--- src/rtl/vdac_pkg.sv ---
package vdac_pkg;
  localparam logic [3:0] SEL_OVL  = 4'h5;
  localparam logic [3:0] SEL_CMD0 = 4'h6;
  localparam logic [3:0] SEL_CMD1 = 4'h8;
  localparam logic [3:0] SEL_CMD2 = 4'h9;
  localparam logic [3:0] SEL_CMD3 = 4'hA;
  localparam logic [3:0] SEL_CRAM = 4'hB;
  localparam logic [3:0] SEL_CXL  = 4'hC;

  typedef struct packed {
    logic pal;
    logic ovl;
    logic cram;
    logic local_reg;
  } region_t;

  function automatic logic [5:0] pixel_depth(input logic [7:0] c1, input logic [7:0] c2);
    if (!c2[5]) return 6'd8;
    case (c1[6:5])
      2'b00:   return 6'd32;
      2'b01:   return c1[3] ? 6'd16 : 6'd15;
      2'b10:   return 6'd8;
      default: return 6'd4;
    endcase
  endfunction
endpackage

--- src/rtl/vdac_decode.sv ---
module vdac_decode
  import vdac_pkg::*;
(
  input  logic [3:0] sel_i,
  output region_t    region_o
);
  always_comb begin
    region_o = '0;
    if (sel_i <= 4'h4 || sel_i == 4'h7) region_o.pal = 1'b1;
    else if (sel_i == SEL_OVL)          region_o.ovl = 1'b1;
    else if (sel_i == SEL_CRAM)         region_o.cram = 1'b1;
    else                                region_o.local_reg = 1'b1;
  end
endmodule

--- src/rtl/vdac_cmd_file.sv ---
module vdac_cmd_file
  import vdac_pkg::*;
#(
  parameter bit VARIANT_A = 1'b0,
  parameter int PTR_W     = 2,
  parameter int POS_W     = 12
) (
  input  logic             clk_i,
  input  logic             rst_ni,
  input  logic             we_i,
  input  logic [3:0]       sel_i,
  input  logic [7:0]       wdata_i,
  input  logic [PTR_W-1:0] ptr_i,
  output logic [7:0]       cr0_o,
  output logic [7:0]       cr1_o,
  output logic [7:0]       cr2_o,
  output logic [7:0]       cr3_o,
  output logic [POS_W-1:0] cur_x_o,
  output logic [POS_W-1:0] cur_y_o,
  output logic [7:0]       rdata_o
);
  localparam int          HI_W    = POS_W - 8;
  localparam logic [7:0]  ID_BYTE = VARIANT_A ? 8'h20 : 8'h60;

  logic [7:0] cr0_q, cr1_q, cr2_q, cr3_q, cr4_q;
  logic [1:0][POS_W-1:0] pos_q;
  logic gate_open, cr3_hit, cr4_hit;

  assign gate_open = cr0_q[7];
  assign cr3_hit   = gate_open && (!VARIANT_A || ptr_i == PTR_W'(1));
  assign cr4_hit   = gate_open && VARIANT_A && ptr_i == PTR_W'(2);

  always_ff @(posedge clk_i or negedge rst_ni) begin
    if (!rst_ni) begin
      cr0_q <= '0;
      cr1_q <= '0;
      cr2_q <= '0;
      cr3_q <= '0;
      cr4_q <= '0;
    end else if (we_i) begin
      case (sel_i)
        SEL_CMD0: cr0_q <= wdata_i;
        SEL_CMD1: cr1_q <= wdata_i;
        SEL_CMD2: cr2_q <= wdata_i;
        SEL_CMD3: begin
          if (cr3_hit)      cr3_q <= wdata_i;
          else if (cr4_hit) cr4_q <= wdata_i;
        end
        default: ;
      endcase
    end
  end

  // one low/high register pair per axis
  for (genvar g = 0; g < 2; g++) begin : g_axis
    localparam logic [3:0] SEL_LO = SEL_CXL + 4'(2 * g);
    localparam logic [3:0] SEL_HI = SEL_LO + 4'd1;
    always_ff @(posedge clk_i or negedge rst_ni) begin
      if (!rst_ni) pos_q[g] <= '0;
      else if (we_i && sel_i == SEL_LO) pos_q[g][7:0] <= wdata_i;
      else if (we_i && sel_i == SEL_HI) pos_q[g][POS_W-1:8] <= wdata_i[HI_W-1:0];
    end
  end

  always_comb begin
    case (sel_i)
      SEL_CMD0: rdata_o = cr0_q;
      SEL_CMD1: rdata_o = cr1_q;
      SEL_CMD2: rdata_o = cr2_q;
      SEL_CMD3: begin
        if (!gate_open)   rdata_o = ID_BYTE;
        else if (cr3_hit) rdata_o = cr3_q;
        else if (cr4_hit) rdata_o = cr4_q;
        else              rdata_o = 8'hFF;
      end
      4'hC:    rdata_o = pos_q[0][7:0];
      4'hD:    rdata_o = 8'(pos_q[0][POS_W-1:8]);
      4'hE:    rdata_o = pos_q[1][7:0];
      4'hF:    rdata_o = 8'(pos_q[1][POS_W-1:8]);
      default: rdata_o = 8'hFF;
    endcase
  end

  assign cr0_o   = cr0_q;
  assign cr1_o   = cr1_q;
  assign cr2_o   = cr2_q;
  assign cr3_o   = cr3_q;
  assign cur_x_o = pos_q[0];
  assign cur_y_o = pos_q[1];

  p_gate_closed_r4: assert property (@(posedge clk_i) disable iff (!rst_ni)
    (we_i && sel_i == SEL_CMD3 && !cr0_q[7]) |=> ($stable(cr3_q) && $stable(cr4_q)));

  p_ptr_other_r6: assert property (@(posedge clk_i) disable iff (!rst_ni)
    (VARIANT_A && we_i && sel_i == SEL_CMD3 && ptr_i != PTR_W'(1) && ptr_i != PTR_W'(2))
    |=> $stable(cr3_q));

  p_base_ptr_free_r5: assert property (@(posedge clk_i) disable iff (!rst_ni)
    (!VARIANT_A && we_i && sel_i == SEL_CMD3 && cr0_q[7]) |=> (cr3_q == $past(wdata_i)));
endmodule

--- src/rtl/vdac_mode_derive.sv ---
module vdac_mode_derive
  import vdac_pkg::*;
(
  input  logic       clk_i,
  input  logic       rst_ni,
  input  logic [7:0] cr0_i,
  input  logic [7:0] cr1_i,
  input  logic [7:0] cr2_i,
  input  logic [7:0] cr3_i,
  output logic       dac8_o,
  output logic [5:0] bpp_o,
  output logic       cur_en_o,
  output logic       cur_big_o,
  output logic       chg_o
);
  logic [5:0] bpp_prev_q;
  logic       big_prev_q;

  assign dac8_o    = cr0_i[0];
  assign bpp_o     = pixel_depth(cr1_i, cr2_i);
  assign cur_en_o  = |cr2_i[1:0];
  assign cur_big_o = cr3_i[2];

  always_ff @(posedge clk_i or negedge rst_ni) begin
    if (!rst_ni) begin
      bpp_prev_q <= 6'd8;
      big_prev_q <= 1'b0;
    end else begin
      bpp_prev_q <= bpp_o;
      big_prev_q <= cur_big_o;
    end
  end

  assign chg_o = (bpp_o != bpp_prev_q) || (cur_big_o != big_prev_q);

  p_pulse_cause_r11: assert property (@(posedge clk_i) disable iff (!rst_ni)
    chg_o |-> (bpp_o != $past(bpp_o) || cur_big_o != $past(cur_big_o)));

  p_depth_legal_r7: assert property (@(posedge clk_i) disable iff (!rst_ni)
    (bpp_o == 6'd4 || bpp_o == 6'd8 || bpp_o == 6'd15 || bpp_o == 6'd16 || bpp_o == 6'd32));
endmodule

--- src/rtl/vdac_cmd_regs.sv ---
module vdac_cmd_regs
  import vdac_pkg::*;
#(
  parameter bit VARIANT_A = 1'b0,
  parameter int PTR_W     = 2,
  parameter int POS_W     = 12
) (
  input  logic             clk_i,
  input  logic             rst_ni,
  input  logic [1:0]       sel_addr_i,
  input  logic [1:0]       sel_ext_i,
  input  logic             wr_i,
  input  logic             rd_i,
  input  logic [7:0]       wdata_i,
  input  logic [PTR_W-1:0] ptr_i,
  input  logic [7:0]       pal_rdata_i,
  input  logic [7:0]       ovl_rdata_i,
  input  logic [7:0]       cram_rdata_i,
  output logic [7:0]       rdata_o,
  output logic             pal_wr_o,
  output logic             pal_rd_o,
  output logic             ovl_wr_o,
  output logic             ovl_rd_o,
  output logic             cram_wr_o,
  output logic             cram_rd_o,
  output logic             dac8_o,
  output logic [5:0]       bpp_o,
  output logic             cursor_en_o,
  output logic             cursor_big_o,
  output logic [POS_W-1:0] cursor_x_o,
  output logic [POS_W-1:0] cursor_y_o,
  output logic             timing_chg_o
);
  logic [3:0] sel;
  region_t    region;
  logic [7:0] cr0, cr1, cr2, cr3, loc_rdata;

  assign sel = {sel_ext_i, sel_addr_i};

  vdac_decode u_decode (
    .sel_i    (sel),
    .region_o (region)
  );

  vdac_cmd_file #(
    .VARIANT_A (VARIANT_A),
    .PTR_W     (PTR_W),
    .POS_W     (POS_W)
  ) u_file (
    .clk_i   (clk_i),
    .rst_ni  (rst_ni),
    .we_i    (wr_i && region.local_reg),
    .sel_i   (sel),
    .wdata_i (wdata_i),
    .ptr_i   (ptr_i),
    .cr0_o   (cr0),
    .cr1_o   (cr1),
    .cr2_o   (cr2),
    .cr3_o   (cr3),
    .cur_x_o (cursor_x_o),
    .cur_y_o (cursor_y_o),
    .rdata_o (loc_rdata)
  );

  vdac_mode_derive u_mode (
    .clk_i     (clk_i),
    .rst_ni    (rst_ni),
    .cr0_i     (cr0),
    .cr1_i     (cr1),
    .cr2_i     (cr2),
    .cr3_i     (cr3),
    .dac8_o    (dac8_o),
    .bpp_o     (bpp_o),
    .cur_en_o  (cursor_en_o),
    .cur_big_o (cursor_big_o),
    .chg_o     (timing_chg_o)
  );

  assign pal_wr_o  = wr_i && region.pal;
  assign pal_rd_o  = rd_i && region.pal;
  assign ovl_wr_o  = wr_i && region.ovl;
  assign ovl_rd_o  = rd_i && region.ovl;
  assign cram_wr_o = wr_i && region.cram;
  assign cram_rd_o = rd_i && region.cram;

  always_comb begin
    if (region.pal)       rdata_o = pal_rdata_i;
    else if (region.ovl)  rdata_o = ovl_rdata_i;
    else if (region.cram) rdata_o = cram_rdata_i;
    else                  rdata_o = loc_rdata;
  end

  p_strobe_excl_r1: assert property (@(posedge clk_i) disable iff (!rst_ni)
    !(wr_i && rd_i) |-> $onehot0({pal_wr_o, pal_rd_o, ovl_wr_o, ovl_rd_o, cram_wr_o, cram_rd_o}));

  p_dac_width_r2: assert property (@(posedge clk_i) disable iff (!rst_ni)
    !$stable(dac8_o) |-> $past(wr_i && sel == SEL_CMD0));

  p_cursor_hold_r9: assert property (@(posedge clk_i) disable iff (!rst_ni)
    !(wr_i && sel >= SEL_CXL) |=> ($stable(cursor_x_o) && $stable(cursor_y_o)));
endmodule

--- config.mk ---
export PLATFORM = sky130hd
export DESIGN_NAME = vdac_cmd_regs
export DESIGN_NICKNAME = d
export VERILOG_FILES = /design/src/rtl/vdac_pkg.sv /design/src/rtl/vdac_decode.sv /design/src/rtl/vdac_cmd_file.sv /design/src/rtl/vdac_mode_derive.sv /design/src/rtl/vdac_cmd_regs.sv
export SDC_FILE = /design/constraint.sdc
export NUM_CORES = 1
export LEC_CHECK = 0
export CORE_MARGIN = 8
export CORE_UTILIZATION = 24
export DETAILED_ROUTE_END_ITERATION = 10
export DONT_BUFFER_PORTS = 1
export PLACE_DENSITY = 0.44
export SETUP_SLACK_MARGIN = 0.2
export SLEW_MARGIN = 10
export SYNTH_ARGS = -nofsm -noshare
export SYNTH_HDL_FRONTEND = slang
export SYNTH_SLANG_ARGS = --single-unit
--- constraint.sdc ---
create_clock -name clk_i -period 1.4 [get_ports clk_i]
set_input_delay 0.21 -clock clk_i [delete_from_list [all_inputs] [get_ports clk_i]]
set_output_delay 0.21 -clock clk_i [all_outputs]
set_load 0.01 [all_outputs]
**Word level (Yosys, flattened, before mapping)**

Cells that the tools add are included.

- Magnitude comparators: 1
- Eq/ne operators: 15
- Multiplexer cells: 14
- Bitwise operators: 2
- Reduce and logical (&&, ||, !) cells: 21

Operators with widths:

| kind | count |
|---|---|
| $pmux W8 S8 | 1 |
| $eq A4 B4 Y1 const B | 8 |
| $mux W8 | 4 |
| $pmux W6 S3 | 1 |
| $eq A4 B3 Y1 const B | 3 |
| $logic_and A1 B1 Y1 | 11 |
| $reduce_and A2 Y1 | 5 |
| $mux W6 | 1 |
| $ne A6 B6 Y1 | 1 |
| $mux W5 | 1 |
| $le A4 B3 Y1 const B | 1 |
| $mux W1 | 4 |
| $mux W3 | 1 |
| $reduce_and A3 Y1 | 1 |
| $eq A2 B1 Y1 const B | 1 |
| $eq A2 B2 Y1 const B | 1 |
| $logic_not A2 Y1 | 1 |
| $logic_or A1 B1 Y1 | 2 |
| $mux W2 | 1 |
| $not A1 Y1 | 2 |
| $reduce_or A2 Y1 | 1 |
| $ne A1 B1 Y1 | 1 |

- Flip-flop bits (word level): 63
- Input bits: 42
- Logic and storage cells: 63

**Longest topological paths before layout**

- Depth in word-level cells: 8
- Depth in mapped cells: 8
- Mapped depth without buffers: 5

**Hierarchy**

Synthesis repeated with hierarchy kept, for this count alone.

- Cells, all modules: 321
- Area total of the unflattened synthesis: 3626.0 um^2

Modules (own cells, without submodules):

| module | times used | cells each | area each (um^2) | seq. area each (um^2) |
|---|---|---|---|---|
| vdac_cmd_file | 1 | 231 | 2785.2 | 1401.3 |
| vdac_cmd_regs | 1 | 44 | 417.9 | 0.0 |
| vdac_mode_derive | 1 | 38 | 369.1 | 151.4 |
| vdac_decode | 1 | 8 | 53.8 | 0.0 |

**Worst setup path after synthesis**

OpenSTA, ideal clock, no wires.

- Path type: register to output
- From: register u_file.cr1_q[3], in the netlist u_file.cr1_o[3]
- To: output port timing_chg_o
- Data arrival time: 1.430 ns
- Setup slack: -0.240 ns
- Stages on the path, launching flop included: 6
- Path buffers: 0
- Path through: dfrtp_1 > nor2b_1 > nor2_1 > xnor2_1 > nand3_1 > or3_1

- Longest elaborated chain between the ends: 5

RTL lines:

| what | line | RTL |
|---|---|---|
| start, declared | vdac_cmd_file.sv:25 | `logic [7:0] cr0_q, cr1_q, cr2_q, cr3_q, cr4_q;` |
| start signal, assigned | vdac_cmd_file.sv:43 | `SEL_CMD1: cr1_q <= wdata_i;` |
| $mux W5 | vdac_pkg.sv:21 | `2'b01: return c1[3] ? 6'd16 : 6'd15;` |
| $pmux W6 S3 | vdac_pkg.sv:19 | `case (c1[6:5])` |
| $mux W6 | vdac_pkg.sv:19 |  |
| net bpp_o[2] | vdac_cmd_regs.sv:27 | `output logic [5:0] bpp_o,` |
| $ne A6 B6 Y1 | vdac_mode_derive.sv:34 | `assign chg_o = (bpp_o != bpp_prev_q) \|\| (cur_big_o != big_prev_q);` |
| $logic_or A1 B1 Y1 | vdac_mode_derive.sv:34 |  |
| end, declared | vdac_cmd_regs.sv:32 | `output logic timing_chg_o` |

The timed path passes the listed nets, and every way through them passes these cells.

**Final worst setup path**

- From: register u_file.cr1_q[6], in the netlist u_file.cr1_o[6]
- To: output port timing_chg_o

- Longest elaborated chain between the ends: 5
- Elaborated cells on any way between the ends: 7

RTL lines:

| what | line |
|---|---|
| $eq A2 B2 Y1, or another cell as far along | vdac_pkg.sv:19 |
| $pmux W6 S3 * | vdac_pkg.sv:19 |
| $mux W6 * | vdac_pkg.sv:19 |
| $ne A6 B6 Y1 * | vdac_mode_derive.sv:34 |
| $logic_or A1 B1 Y1 * | vdac_mode_derive.sv:34 |

Mark *: on every way between the ends. The rest lies on a longest branch, timed or not.

==> results by group <==
Die
  – Die Y-Extent: 135.7 µm
  – Standard-cell row count: 43
  – Die span in x: roughly 140 µm
  – I/O pin cnt: 90
  – Initial core utilization: 24.66%
  – Area of the core: approximately 14000 µm²
  – Area enclosed by the die boundary: roughly 18000 µm²

Yosys
  – Net count after synthesis: roughly 360
  – Yosys warning count: 0
  – Post-synth ARST share: 100.0%
  – Area share of the largest cell type after synthesis: between 40% and 50%
  – Top cell type by total area after synthesis: dfrtp_1
  – Most frequently used flop master after synthesis: dfrtp_1
  – Area of the mapped netlist: about 3400 µm²
  – Post-synth EDFFs: 0
  – Top cells by area, synth: dfrtp_1, mux2_2, mux2_4, a21oi_1, o21ai_0
  – Number of storage elements in the synthesis netlist: 62
  – Number of library cell types mapped by synthesis: 54
  – Register area share after synthesis: 45.19%
  – Synthesized instance count: 313
  – Avg Inst Size Synth: 10.98 µm²

Global routing
  – Global-route wire length before repair: 18.82 mm
  – Total GRT Usage: 13.66%
  – Global-route congestion overflow total: 0
  – Number of antenna violations at the first check in global routing: 0
  – Vias in the first global route: 2956
  – Maximum number of pins on one net before global-route repair: 63

Placed design
  – Count of input and output buffers: 0
  – Hpwl dp: 8.929 mm
  – Number of placed instances, taps included: 558
  – Routability Congestion: 0.8154

Drt
  – DR WL/cell: 20.96 µm
  – Detailed-route DRC error count: 0
  – Initial DRC count: about 190
  – Final wirelength: 12.18 mm
  – Antenna-violating nets left: 0
  – Via count: 2852
  – Via density per instance: 4.909
  – First-pass iteration count of the detailed router: 4

STA
  – Post-route fraction of the period consumed by the critical path: 137.1%
  – Tightest Pin Transition: 0.3877 ns
  – Tightest slew margin relative to the limit: 74.16%
  – Post-route worst hold slack: -0.4262 ns
  – Min setup slack post-route: -0.5196 ns
  – RSZ-0062 raised after global routing: true
  – Max Transition Viols Final: 0
  – Endpoints failing hold: 62
  – Max Clk Rate: between 500 and 600 MHz
  – Final critical delay including setup and external delays: 1.920 ns
  – Final setup violating endpoints: 19
  – Skew final: ~0.006 ns

Layout
  – Layout Cells excl Fill: 581
  – Antenna cells: 0
  – Filler cell count in the final layout: 1331
  – Net count, final: 438
  – Fraction of the core area covered by cells at the end of the flow: 36.56%
  – Relative area change from synthesis to final layout: 48.29%
  – Layout cell share with drive strength beyond 1: 59.10%

Critical path
  – Crit path required time: 1.19 ns
  – Critical path capture point: timing_chg_o
  – Register-to-Register Setup Slack: -0.04 ns
  – Count of cells along the worst register-to-register path: 6
  – WS Path Type: reg2out
  – Maximum fanout encountered on the critical timing path: 6
  – Reg-to-Reg End: u_file.cr3_o[6]
  – Crit path capture type: output pin
  – CP startpoint: u_file.cr1_o[6]
  – Startpoint kind of the worst setup timing path: register
  – Arrival @ worst endpoint: 1.71 ns
  – R2R Path Start: u_file.cr0_o[7]

Clocking
  – H-tree levels: 3
  – Number of buffers created by CTS: 9
  – Largest buffer count on any clock path: 2
  – Clk slew on worst S/H paths: 0.06 ns
  – CTS Sinks: 62
  – Insertion delay to the later sink of the worst-skew pair: around 0.33 ns
  – Root buf cell: clkbuf_16
  – CTS tree: yes

Pwr
  – Power density over cell area: roughly 1400 nW/µm²
  – Peak ir drop on the vdd network: 493.7 µV
  – Pleak: 2.220 nW

Status
  – Violated checks: negative hold slack, negative setup slack
  – Outcome: complete, but fails checks

Worst hold path
  – Hold Crit Class: in2async

Job
  – Max-Cap Viols: 0
how the worst min path moves through the flow:
stage | startpoint | to | depth (start not counted)
floorplan | rst_ni | u_file.cr0_o[0] | 0
global placement | rst_ni | u_mode.big_prev_q | 0
detailed placement | rst_ni | u_mode.big_prev_q | 0
CTS | rst_ni | u_file.cur_y_o[11] | 0
global route | rst_ni | u_file.cr0_o[7] | 0
finish | rst_ni | u_file.cur_y_o[11] | 0
per-layer routing:
layer | wire length, µm | share of wire, % | track usage [%]
met1 | 5203 | 43 | 17.56
met2 | 5755 | 47 | 21.46
met3 | 1058 | 8.7 | 4.117
met4 | 162 | 1.3 | 4.257
met5 | 0 | 0 | 0
cells in the mapped netlist (all sizes together) (2+ instances only):
library cell / count
a21oi: 19
buf: 14
and3: 3
xnor2: 3
mux2i: 3
a221oi: 7
a22oi: 4
nand2: 17
a31oi: 2
o21ai: 17
nand2b: 5
clkbuf: 2
dfrtp: 61
or3: 3
o31ai: 3
nor2: 21
and2: 3
nand3: 8
mux2: 59
nor3: 5
inv: 13
nor2b: 8
a311oi: 2
a211o: 2
a2bb2oi: 2
o22ai: 9
a222oi: 2
layout make-up:
type	count	area [µm²]	area share (%)
sequential	62	1556	30.55
multi-input combinational	222	2162	42.44
clock buffer	10	239.0	4.691
timing repair buffer	88	775.7	15.23
clock inverter	6	85.08	1.670
tap	180	225.2	4.420
inverter	13	51.30	1.007
critical path, stage by stage, from the launching register on:
cell and delay [ns]:
dfrtp_2 0.44, nor2b_4 0.15, and3_4 0.21, xnor2_1 0.11, nand3_1 0.08, or3_4 0.39
power breakdown:
part / switching (W) / internal (W)
logic: 0.000834 / 0.00123
registers: 0.000300 / 0.00223
clock network: 0.000830 / 0.00160
total: 0.00196 / 0.00506
per-stage QoR:
stage	TNS, ns	setup WS [ns]	cell area, µm²	power, W
floorplan	-1.072	-0.1693	3794	0.003719
CTS	-4.520	-0.5324	5000	0.007040
global route	-5.804	-0.6018	5095	0.007394
detailed placement	-1.179	-0.1836	4513	0.004426
global placement	-1.205	-0.1834	4513	0.004398
finish	-4.457	-0.5196	5095	0.007020
flip-flops by register name, summed over array words and instances (netlist names):
name	flops
u_file.cr2_o	8
u_mode.bpp_prev_q	5
u_mode.big_prev_q	1
u_file.cr3_o	8
u_file.cr0_o	8
u_file.cur_y_o	12
u_file.cur_x_o	12
u_file.cr1_o	8
cell usage in the layout, fill, tap and decap left out, types with 3 or more instances in the layout:
cell type / Yosys / routed
a21oi_1: 19 / 10
a21oi_2: 0 / 7
a221oi_2: 0 / 5
buf_12: 0 / 5
buf_4: 6 / 69
buf_6: 3 / 14
clkbuf_16: 0 / 9
dfrtp_1: 61 / 58
dfrtp_2: 0 / 3
inv_1: 12 / 10
mux2_2: 51 / 28
mux2_4: 8 / 31
mux2i_1: 3 / 3
nand2_1: 16 / 9
nand2_2: 1 / 6
nand2b_4: 0 / 3
nand3_1: 6 / 4
nand3_4: 0 / 3
nor2_1: 18 / 12
nor2_2: 2 / 4
nor2_4: 1 / 5
nor2b_1: 7 / 3
nor2b_4: 1 / 4
nor3_4: 2 / 4
o21ai_0: 17 / 9
o21ai_1: 0 / 7
o22ai_1: 9 / 7
xnor2_1: 3 / 3
cell families (layout without fill, tap and decap cells):
kind of cell | count (synthesis) | count (layout) | synth area share [%]
AOI/OAI and AO/OA | 77 | 77 | 14.57
xor gates and xnor gates | 4 | 4 | 1.020
buffers and inverters | 29 | 117 | 4.661
DFF | 62 | 62 | 45.19
muxes | 62 | 62 | 21.09
and+or+nand+nor | 79 | 79 | 13.47
repair_timing:
action                     4_1_cts  5_1_grt
pin swaps                       23       16
gates resized for setup         37       14
hold endpoints to repair        62       62
setup endpoints to repair       29       30
setup buffers                    3        4
Note: power is estimated with default switching activity, not from simulation.
